`src/rtl/window_watchdog.sv`:
```
module window_watchdog #(
  parameter int START_STEP = 25,
  parameter int END_STEP   = 60,
  parameter int RST_TICKS  = 100
) (
  input  logic       clk,
  input  logic       rst_n,
  input  logic       tick,
  input  logic       wr_en,
  input  logic [1:0] addr,
  input  logic [7:0] wdata,
  output logic [7:0] rdata,
  output logic       wdt_rst
);
  localparam int MAXSTEP = (START_STEP > END_STEP) ? START_STEP : END_STEP;
  localparam int CW = $clog2(31 * MAXSTEP + 2);
  localparam int RW = $clog2(RST_TICKS + 1);
  localparam logic [3:0] KEY = 4'b1010;
  localparam logic [1:0] A_FLAG = 2'd0, A_KEY = 2'd1, A_START = 2'd2, A_END = 2'd3;

  logic [4:0]    start_set, end_set, start_act, end_act;
  logic          en, early_f, late_f, rst_q;
  logic [CW-1:0] elapsed, start_lim, end_lim;
  logic [RW-1:0] rst_cnt;
  logic          unused_bits;

  assign unused_bits = ^wdata[6:5];
  assign start_lim = CW'(start_act * START_STEP);
  assign end_lim   = CW'(end_act * END_STEP);

  wire armed     = end_act != 5'd0;
  wire key_wr    = wr_en && addr == A_KEY && wdata[3:0] == KEY && !rst_q;
  wire early_hit = key_wr && en && armed && elapsed < start_lim;
  wire restart   = key_wr && !early_hit;
  wire late_hit  = tick && armed && !rst_q && !key_wr && (elapsed + CW'(1)) == end_lim;
  wire fault     = early_hit || (late_hit && en);
  wire flag_wr   = wr_en && addr == A_FLAG;

  assign wdt_rst = rst_q;

  always_comb begin
    case (addr)
      A_FLAG:  rdata = {6'b0, early_f, late_f};
      A_START: rdata = {3'b0, start_set};
      A_END:   rdata = {en, 2'b0, end_set};
      default: rdata = 8'h00;
    endcase
  end

  always_ff @(posedge clk or negedge rst_n) begin
    if (!rst_n) begin
      start_set <= '0;
      end_set   <= '0;
      en        <= 1'b0;
    end else if (wr_en) begin
      if (addr == A_START) start_set <= wdata[4:0];
      if (addr == A_END) begin
        end_set <= wdata[4:0];
        en      <= wdata[7];
      end
    end
  end

  always_ff @(posedge clk or negedge rst_n) begin
    if (!rst_n) begin
      start_act <= '0;
      end_act   <= '0;
    end else if (restart) begin
      start_act <= start_set;
      end_act   <= end_set;
    end
  end

  always_ff @(posedge clk or negedge rst_n) begin
    if (!rst_n)
      elapsed <= '0;
    else if (rst_q || key_wr || !armed)
      elapsed <= '0;
    else if (tick)
      elapsed <= late_hit ? '0 : elapsed + CW'(1);
  end

  always_ff @(posedge clk or negedge rst_n) begin
    if (!rst_n) begin
      early_f <= 1'b0;
      late_f  <= 1'b0;
    end else begin
      early_f <= early_hit || (early_f && !(flag_wr && wdata[1]));
      late_f  <= (late_hit && en) || (late_f && !(flag_wr && wdata[0]));
    end
  end

  always_ff @(posedge clk or negedge rst_n) begin
    if (!rst_n) begin
      rst_q   <= 1'b0;
      rst_cnt <= '0;
    end else if (fault) begin
      rst_q   <= 1'b1;
      rst_cnt <= '0;
    end else if (rst_q && tick) begin
      if (rst_cnt == RW'(RST_TICKS - 1)) begin
        rst_q   <= 1'b0;
        rst_cnt <= '0;
      end else begin
        rst_cnt <= rst_cnt + RW'(1);
      end
    end
  end

  p_bad_key_r3: assert property (@(posedge clk) disable iff (!rst_n)
    (wr_en && addr == A_KEY && wdata[3:0] != KEY) |=> ($stable(start_act) && $stable(end_act)));

  p_elapsed_bound_r5: assert property (@(posedge clk) disable iff (!rst_n)
    (end_act != 5'd0) |-> (elapsed < end_lim));

  p_rst_has_cause_r6: assert property (@(posedge clk) disable iff (!rst_n)
    $rose(rst_q) |-> (early_f || late_f));

  p_rst_held_r7: assert property (@(posedge clk) disable iff (!rst_n)
    (rst_q && !tick) |=> rst_q);

  p_disabled_quiet_r8: assert property (@(posedge clk) disable iff (!rst_n)
    (!en && !rst_q) |=> !rst_q);

  p_zero_end_quiet_r9: assert property (@(posedge clk) disable iff (!rst_n)
    (end_act == 5'd0 && !rst_q) |=> !rst_q);

  p_sticky_r10: assert property (@(posedge clk) disable iff (!rst_n)
    (early_f && !(flag_wr && wdata[1])) |=> early_f);
endmodule

```
`config.mk`:
```
export PLATFORM = sky130hd
export DESIGN_NAME = window_watchdog
export DESIGN_NICKNAME = d
export VERILOG_FILES = /design/src/rtl/window_watchdog.sv
export SDC_FILE = /design/constraint.sdc
export NUM_CORES = 1
export LEC_CHECK = 0
export CAP_MARGIN = 5
export CORE_MARGIN = 5
export CORE_UTILIZATION = 40
export CTS_CLUSTER_SIZE = 10
export DETAILED_ROUTE_END_ITERATION = 8
export PLACE_DENSITY = 0.6
export SYNTH_ARGS = -nofsm -noshare
export SYNTH_HDL_FRONTEND = slang
export SYNTH_SLANG_ARGS = --single-unit
```
`constraint.sdc`:
```
create_clock -name clk -period 6.85 [get_ports clk]
set_clock_uncertainty 0.05 [all_clocks]
set_input_delay 0.685 -clock clk [delete_from_list [all_inputs] [get_ports clk]]
set_output_delay 0.685 -clock clk [all_outputs]
set_load 0.02 [all_outputs]
```
======== Word-level counts from Yosys, hierarchy flattened ========
Cells that the tools add are included.
storage, ports and cells
  output and inout bits ................... 9
  logic and storage cells ................. 68
  register bits after elaboration ......... 42
  input port bits ......................... 14
operators by class
  magnitude comparators ................... 1
  equality and inequality tests ........... 6
  multiplexer cells ....................... 10
  reduce and logical (&&, ||, !) cells .... 37
  $mul .................................... 2
  add/sub/neg operators ................... 2
operators by type and width
  operator                                              number
  two-way mux 11 bit                                    3
  one-hot mux 8 bit (3 select lines)                    1
  two-way mux 7 bit                                     3
  logical AND 1 bit                                     18
  adder 11 x 1 -> 11 bit (second input constant)        1
  equality test 11 bit                                  1
  less-than comparator 11 x 10 -> 1 bit                 1
  multiplier 5 x 5 -> 10 bit (second input constant)    1
  multiplier 5 x 4 -> 9 bit (second input constant)     1
  adder 7 x 1 -> 7 bit (second input constant)          1
  equality test 7 bit (second input constant)           1
  zero test 1 bit                                       6
  AND reduction 2 bit                                   3
  nonzero test 2 bit                                    3
  logical OR 1 bit                                      5
  nonzero test 5 bit                                    1
  equality test 2 bit (second input constant)           2
  equality test 4 bit (second input constant)           1
  two-way mux 1 bit                                     3
  equality test 2 x 1 -> 1 bit (second input constant)  1
  zero test 2 bit                                       1

======== Longest topological paths before layout ========
Gate-level depths: netlist of the first run.
  depth after elaboration ................. 11
  depth in mapped cells ................... 17
  mapped depth without buffers ............ 17

======== Worst setup path before layout of the first run ========
No wires, ideal clock.
  kind .................................... register -> register
  from .................................... reg end_act[0]
  to ...................................... reg rst_cnt[6]
  path buffers ............................ 0
  slack ................................... 3028 ps
  data arrival time ....................... 3651 ps
  clock period less this slack ............ 3822 ps
  stages on the path, launching flop included .. 12
  required time ........................... 6680 ps
  library setup time ...................... 120 ps
  cells stage by stage .................... dfrtp_1 > fa_1 > fa_1 > inv_1 > fa_1 > xor2_1 > xnor2_1 > o2111a_1 > o21ai_0 > or4_4 > or3_4 > a41o_1
on the way
  longest elaborated chain between the ends .. 8
  elaborated cells between the ends (all ways) .. 13
  classes of those cells .................. mul (1); eq/ne (1); mux (1); reduce/logical (10)
RTL lines
  what                                                               line  source
  from (decl)                                                        21    logic [4:0] start_set, end_set, start_act, end_act;
  from (signal assigned)                                             70    end_act <= end_set;
  branches (longest 6 deep; another with multiplier 5 x 4 -> 9 bit)  -
  logical OR 1 bit (*)                                               36    wire fault = early_hit || (late_hit && en);
  two-way mux 7 bit or nonzero test 2 bit (tied branches)            -
  to (signal assigned)                                               105   rst_cnt <= rst_cnt + RW'(1);
  to (decl)                                                          24    logic [RW-1:0] rst_cnt;
Every way passes the cells marked *.
A chain may end at the register's enable or synchronous reset.

======== Final worst setup path of the first run ========
  from .................................... reg end_act[2]
  to ...................................... reg elapsed[4]
on the way
  longest elaborated chain between the ends .. 8
  elaborated cells between the ends (all ways) .. 13
  classes of those cells .................. mul (1); eq/ne (1); mux (3); reduce/logical (8)
RTL lines
  what                                                               line  source
  branches (longest 8 deep; another with multiplier 5 x 4 -> 9 bit)  -
  to (signal assigned)                                               80    elapsed <= late_hit ? '0 : elapsed + CW'(1);
  to (decl)                                                          23    logic [CW-1:0] elapsed, start_lim, end_lim;
Several ways; the timed one is not identified. The select of a mux whose other input is x is not followed.

==> flow_summary.ini, run 1 <==
[sta]
hold_slack_ns = 0.442
setup_violations = 0
fmax_mhz = 242
hold_viol = 0
worstMarginPinSlew_ns = 0.918
relSlewSlack_pct = 38.8
rsz0062_at_grt = false
final-max-slew-violation-count = 0
post-route-min-period_ns = 4.14
min_period_over_period_pct = 60.4
tns_ns = 0

[grt]
grt_max_degree = 43
grt_usage_pct = 14.1
antenna_found_initial = 0
grt_pass1_vias = 2417
grt.overflow.total = 0
grt_pass1_wl_um = 11700

[die]
die_w_um = 101
coreArea_mm2 = 0.00813
ios = 23
die_h_um = 101
rows = 33
die-area_mm2 = 0.0102
floorplan.initialDensity_pct = 40.8

[setup_path]
worstSetupEndpointType = flip-flop
arrival_ns = 4.24
start_kind = flip-flop
crit_type = flip-flop to flip-flop
path_max_fanout = 9
r2r_cells = 11
reg2reg_slack_ns = 2.71
r2r-start = end_act[2]
r2r-end = elapsed[4]
critPathRequiredTime_ns = 6.95

[placement]
hpwl_um = 5080
port-buffer-count = 18
gp_congestion = 0.787

[cts]
clk_latency_ns = 0.29
cts.clk_slew.worst_paths_ns = 0.09
clock_path_buffers = 2
numCtsBuffers = 5
cts_resized = 0
cts_setup_buffers = 0
cts_tree = built
cts_root_buf = clkbuf_8
cts.sinks = 42
h-tree-depth = 2
cts_hold_buf = 0

[drt]
vias = 2327
drt-initial-drc-count = 87
drt_wl_total_um = 6400
routedWlPerCell_um = 14.1
vias_per_cell = 5.11
first_pass_iters = 4
antenna_left = 0
drc = 0

[yosys]
synthFlopType = dfrtp_1
ys_warn_count = 0
synth_xor_area_share_pct = 8.82
synth.distinct_cells = 46
synth-compound-area-share_pct = 7.42
synthMuxAreaShare_pct = 9.87
synth_area_leaders = dfrtp_1 (32%), ha_1 (16%), mux2_2 (7.5%)
synth_area_mm2 = 0.00332
synth_seq_cells = 42
ys_seq_area_share_pct = 31.7
synth_top_area_share_pct = 31.7
syn_area_per_cell_um2 = 10.1
synth_top_cell_by_area = dfrtp_1
synth_fa_ha_area_share_pct = 21.0
yosys.area_share.simple_pct = 16.5
synth_top_family_by_area = adder cells
syn_inst = 330
async_reset_ff_share_pct = 100
synth_edf_count = 0

[worst_hold_path]
hold_end = late_f
hold_path_startpoint = late_f
hold_class = flip-flop to flip-flop
hold_depth = 2

[power_and_ir_drop]
ir_worst_vdd_uv = 101
p_leak_nw = 1.77
pwr_density_cell_mw_per_mm2 = 234

[cells_and_area]
syn_to_final_growth_pct = 10.9
layout_commonest_cell = ha_1
nets = 414
fillers = 766
layout-drive-gt1-share_pct = 11.4
final_cell_mix = ha_1 (43), dfrtp_1 (42), inv_1 (30)
finish.utilization_pct = 45.3
diodes = 0

[run_status]
outcome = complete, no violations

[run]
cap_violations = 0
worst max-delay path by stage:
stage	startpoint	to	cells past startpoint
finish	end_act[2]	elapsed[4]	11
floorplan	end_act[0]	rst_cnt[6]	11
global route	end_act[2]	elapsed[10]	11
detailed placement	end_act[2]	elapsed[4]	11
global placement	end_act[0]	elapsed[10]	11
CTS	end_act[0]	elapsed[4]	11
cells in the mapped netlist (2+ instances only):
master	number
nand2b_1	3
dfrtp_1	42
mux2i_1	8
ha_1	43
o21ai_0	12
xnor2_1	16
a21oi_1	8
nand2_1	23
a21o_1	5
nand4_1	7
o221ai_1	2
and4_4	2
or3_1	6
nor3b_1	3
clkbuf_1	3
nor3_1	6
a31oi_1	3
nand3_1	17
nand3b_1	3
inv_1	30
fa_1	8
nor2b_1	6
and3_1	2
xor2_1	13
mux2_2	22
nor2_1	15
buf_4	3
metal layers:
metal | vias to the layer above | track usage, % | share of wire [%]
met5 | - | 0 | 0
met4 | 0 | 3.37 | 0.80
met3 | 4 | 2.15 | 2.1
met2 | 26 | 23.2 | 47
met1 | 1114 | 19.6 | 50
li1 | 1183 | - | -
kinds of logic after synthesis:
group | count (synthesis)
AO/OA/AOI/OAI | 37
buffers and inverters | 37
flip-flops | 42
adder cells (fa/ha/maj) | 51
XOR/XNOR | 31
multiplexers | 30
AND/OR/NAND/NOR | 101
other | 1
sequential cells by signal (all words and copies together) (netlist names):
name       count
start_set      5
end_set        5
rst_cnt        7
early_f        1
elapsed       11
en             1
late_f         1
wdt_rst        1
start_act      5
end_act        5
final cells by class:
type / count / area (um^2) / share of cell area (%)
clock buffer: 5 / 68.8 / 1.87
tap: 105 / 131 / 3.57
inverter: 30 / 113 / 3.06
sequential: 42 / 1050 / 28.5
multi-input combinational: 252 / 2120 / 57.6
timing repair buffer: 18 / 175 / 4.76
clock inverter: 3 / 21.3 / 0.578
power by group:
part / internal (W) / switching, W / leakage (nW)
registers: 0.000289 / 0.0000585 / 0.540
logic: 0.000172 / 0.000182 / 1.19
clock network: 0.0000716 / 0.0000872 / 0.0441
total: 0.000532 / 0.000328 / 1.77
worst max-delay path: stages, from the launching register on:
cell	delay, ns
dfrtp_1	0.53
fa_1	0.52
fa_1	0.54
inv_1	0.06
fa_1	0.45
xor2_1	0.16
xnor2_1	0.22
o2111a_1	0.20
o21ai_0	0.08
or4_4	0.47
o31ai_2	0.59
nor2_1	0.12
stage by stage:
step	power (W)	std cells	instance area, um^2	setup WS [ns]
final	0.000860	455	3680	2.71
after global routing	0.000950	455	3680	2.47
after CTS	0.000875	455	3680	2.65
after detailed placement	0.000709	447	3590	2.69
after global placement	0.000703	447	3590	2.72
after floorplan	0.000615	331	3320	3.03
Note: power is estimated with default switching activity, not from simulation.
==> inputs of run 2 (changes only) <==
--- a/config.mk
+++ b/config.mk
@@ -10,7 +10,7 @@
 export CORE_UTILIZATION = 40
 export CTS_CLUSTER_SIZE = 10
 export DETAILED_ROUTE_END_ITERATION = 8
-export PLACE_DENSITY = 0.6
+export PLACE_DENSITY = 0.62
 export SYNTH_ARGS = -nofsm -noshare
 export SYNTH_HDL_FRONTEND = slang
 export SYNTH_SLANG_ARGS = --single-unit
==> constraint.sdc (replaced) <==
create_clock -name clk -period 3.4 [get_ports clk]
set_clock_uncertainty 0.05 [all_clocks]
set_input_delay 0.34 -clock clk [delete_from_list [all_inputs] [get_ports clk]]
set_output_delay 0.34 -clock clk [all_outputs]
set_load 0.02 [all_outputs]
==> flow_summary.ini, run 2 (synthesis results as in run 1) <==
[run_status]
outcome = complete, but fails checks
violations = setup timing

[cells_and_area]
finish.utilization_pct = 51.4
layout-drive-gt1-share_pct = 26.7
regMostFlops = elapsed
diodes = 0
layout_commonest_cell = dfrtp_1
largest_reg_flops = 11
syn_to_final_growth_pct = 25.8
final_cell_mix = dfrtp_1 (41), ha_1 (36), buf_4 (32)
reg_top3 = elapsed x11, rst_cnt x7
nets = 450

[die]
rows = 33
die-area_mm2 = 0.0102
ios = 23
coreArea_mm2 = 0.00813
die_w_um = 101
floorplan.initialDensity_pct = 40.8
die_h_um = 101

[setup_path]
start_kind = flip-flop
crit_chain = fa_1 > fa_1 > inv_1 > fa_2 > xor2_1 > xnor2_1 > buf_4 > a31oi_4 > o21ai_1 > or4_4 > or3_4 > and3_1
reg2reg_slack_ns = -0.38
critPathRequiredTime_ns = 3.54
crit_type = flip-flop to flip-flop
r2r-end = rst_cnt[1]
worstSetupEndpointType = flip-flop
cp_slowest_cell = or4_4
cp_slowest_stage_delay_ns = 0.53
crit_family = adder cells
r2r_cells = 12
crit_path_frequent_cell = fa_1
path_max_fanout = 4
r2r-start = end_act[1]
path_buf_inv = 2
arrival_ns = 3.92

[grt]
grt_pass1_vias = 2686
grt_usage_pct = 15.4
grt.overflow.total = 0
antenna_found_initial = 0
grt_pass1_wl_um = 12800
grt_max_degree = 43

[cts]
clk_latency_ns = 0.29
numCtsBuffers = 5
cts_root_buf = clkbuf_8
cts_tree = built
h-tree-depth = 2
clock_path_buffers = 2
cts.sinks = 42
cts.clk_slew.worst_paths_ns = 0.08
cts_hold_buf = 0

[worst_hold_path]
hold_class = input port to asynchronous set/reset pin

[power_and_ir_drop]
p_leak_nw = 1.99
ir_worst_vdd_uv = 234
pwr_density_cell_mw_per_mm2 = 505

[drt]
antenna_left = 0
drc = 0
first_pass_iters = 4
drt_wl_total_um = 7330
drt-initial-drc-count = 74
wl_met3_um = 244
routedWlPerCell_um = 14.9
vias_per_cell = 5.18
met1Wirelength_um = 3390
vias = 2544
wl_met2_um = 3650
topRoutingLayerUsed = met4

[sta]
post-route-min-period_ns = 3.78
final-max-slew-violation-count = 0
rsz0062_at_grt = true
hold_viol = 0
fmax_mhz = 265
tns_ns = -7.30
min_period_over_period_pct = 111
layout_setup_ws_ns = -0.377
setup_violations = 30
hold_slack_ns = 0.127
worstMarginPinSlew_ns = 0.932
relSlewSlack_pct = 37.8

[placement]
port-buffer-count = 18
gp_congestion = 0.761
hpwl_um = 5580

[run]
cap_violations = 0
==> run 2: cell count changes in the layout (fill, tap and decap cells not counted), moves of 3 or more <==
cell	change
buf_4	+32
buf_6	+3
ha_1	-7
ha_4	+6
inv_1	-3
nand2_1	-3
nor2_1	-3
o21ai_0	-6
o21ai_1	+4
==> run 2: layout make-up <==
cell class,count,area [um^2]
fill,744,3960
multi-input combinational,253,2320
sequential,42,1050
timing repair buffer,53,449
tap,105,131
inverter,30,115
clock buffer,5,68.8
clock inverter,3,40.0
==> run 2: worst register-to-register path: stages, from the launching register on <==
cell and delay (ns):
dfrtp_2 0.45, fa_1 0.52, fa_1 0.52, inv_1 0.06, fa_2 0.35, xor2_1 0.16, xnor2_1 0.14, buf_4 0.16
a31oi_4 0.13, o21ai_1 0.07, or4_4 0.53, or3_4 0.36, and3_1 0.19
==> run 2: worst max path at each step <==
stage,from,to,slack [ns],depth (start not counted)
final,end_act[1],rst_cnt[1],-0.38,12
after global routing,end_act[1],rst_cnt[1],-0.52,12
after CTS,end_act[1],rst_cnt[1],-0.37,12
after detailed placement,end_act[1],rst_cnt[4],-0.49,12
after global placement,end_act[1],rst_cnt[5],-0.40,12
after floorplan,end_act[1],elapsed[10],-0.30,11
==> run 2: what timing repair did <==
action | 4_1_cts | 5_1_grt
gates resized for setup | 28 | 14
pin swaps | 14 | 14
endpoints found under the setup margin | 31 | 31
setup buffers | 6 | 2
gates cloned | 1 | 0
==> run 2: power breakdown <==
group          switching (W)  internal, W
clock               0.000178     0.000216
combinational       0.000493     0.000530
sequential          0.000111     0.000583
total               0.000781      0.00133
==> run 2: routing by layer <==
| layer | vias to the layer above | GRT usage, % |
|---|---|---|
| li1 | 1260 | - |
| met1 | 1234 | 20.8 |
| met2 | 46 | 26.6 |
| met3 | 4 | 2.01 |
| met4 | 0 | 3.07 |
| met5 | - | 0 |
==> run 2: stage by stage <==
| step | power (W) | cells | worst slack, ns | instance area, um^2 |
|---|---|---|---|---|
| 2_1_floorplan | 0.00125 | 331 | -0.299 | 3350 |
| 3_3_place_gp | 0.00153 | 474 | -0.396 | 3820 |
| 3_5_place_dp | 0.00155 | 474 | -0.489 | 3820 |
| 4_1_cts | 0.00206 | 489 | -0.367 | 4100 |
| 5_1_grt | 0.00228 | 491 | -0.521 | 4180 |
| 6_report | 0.00211 | 491 | -0.377 | 4180 |
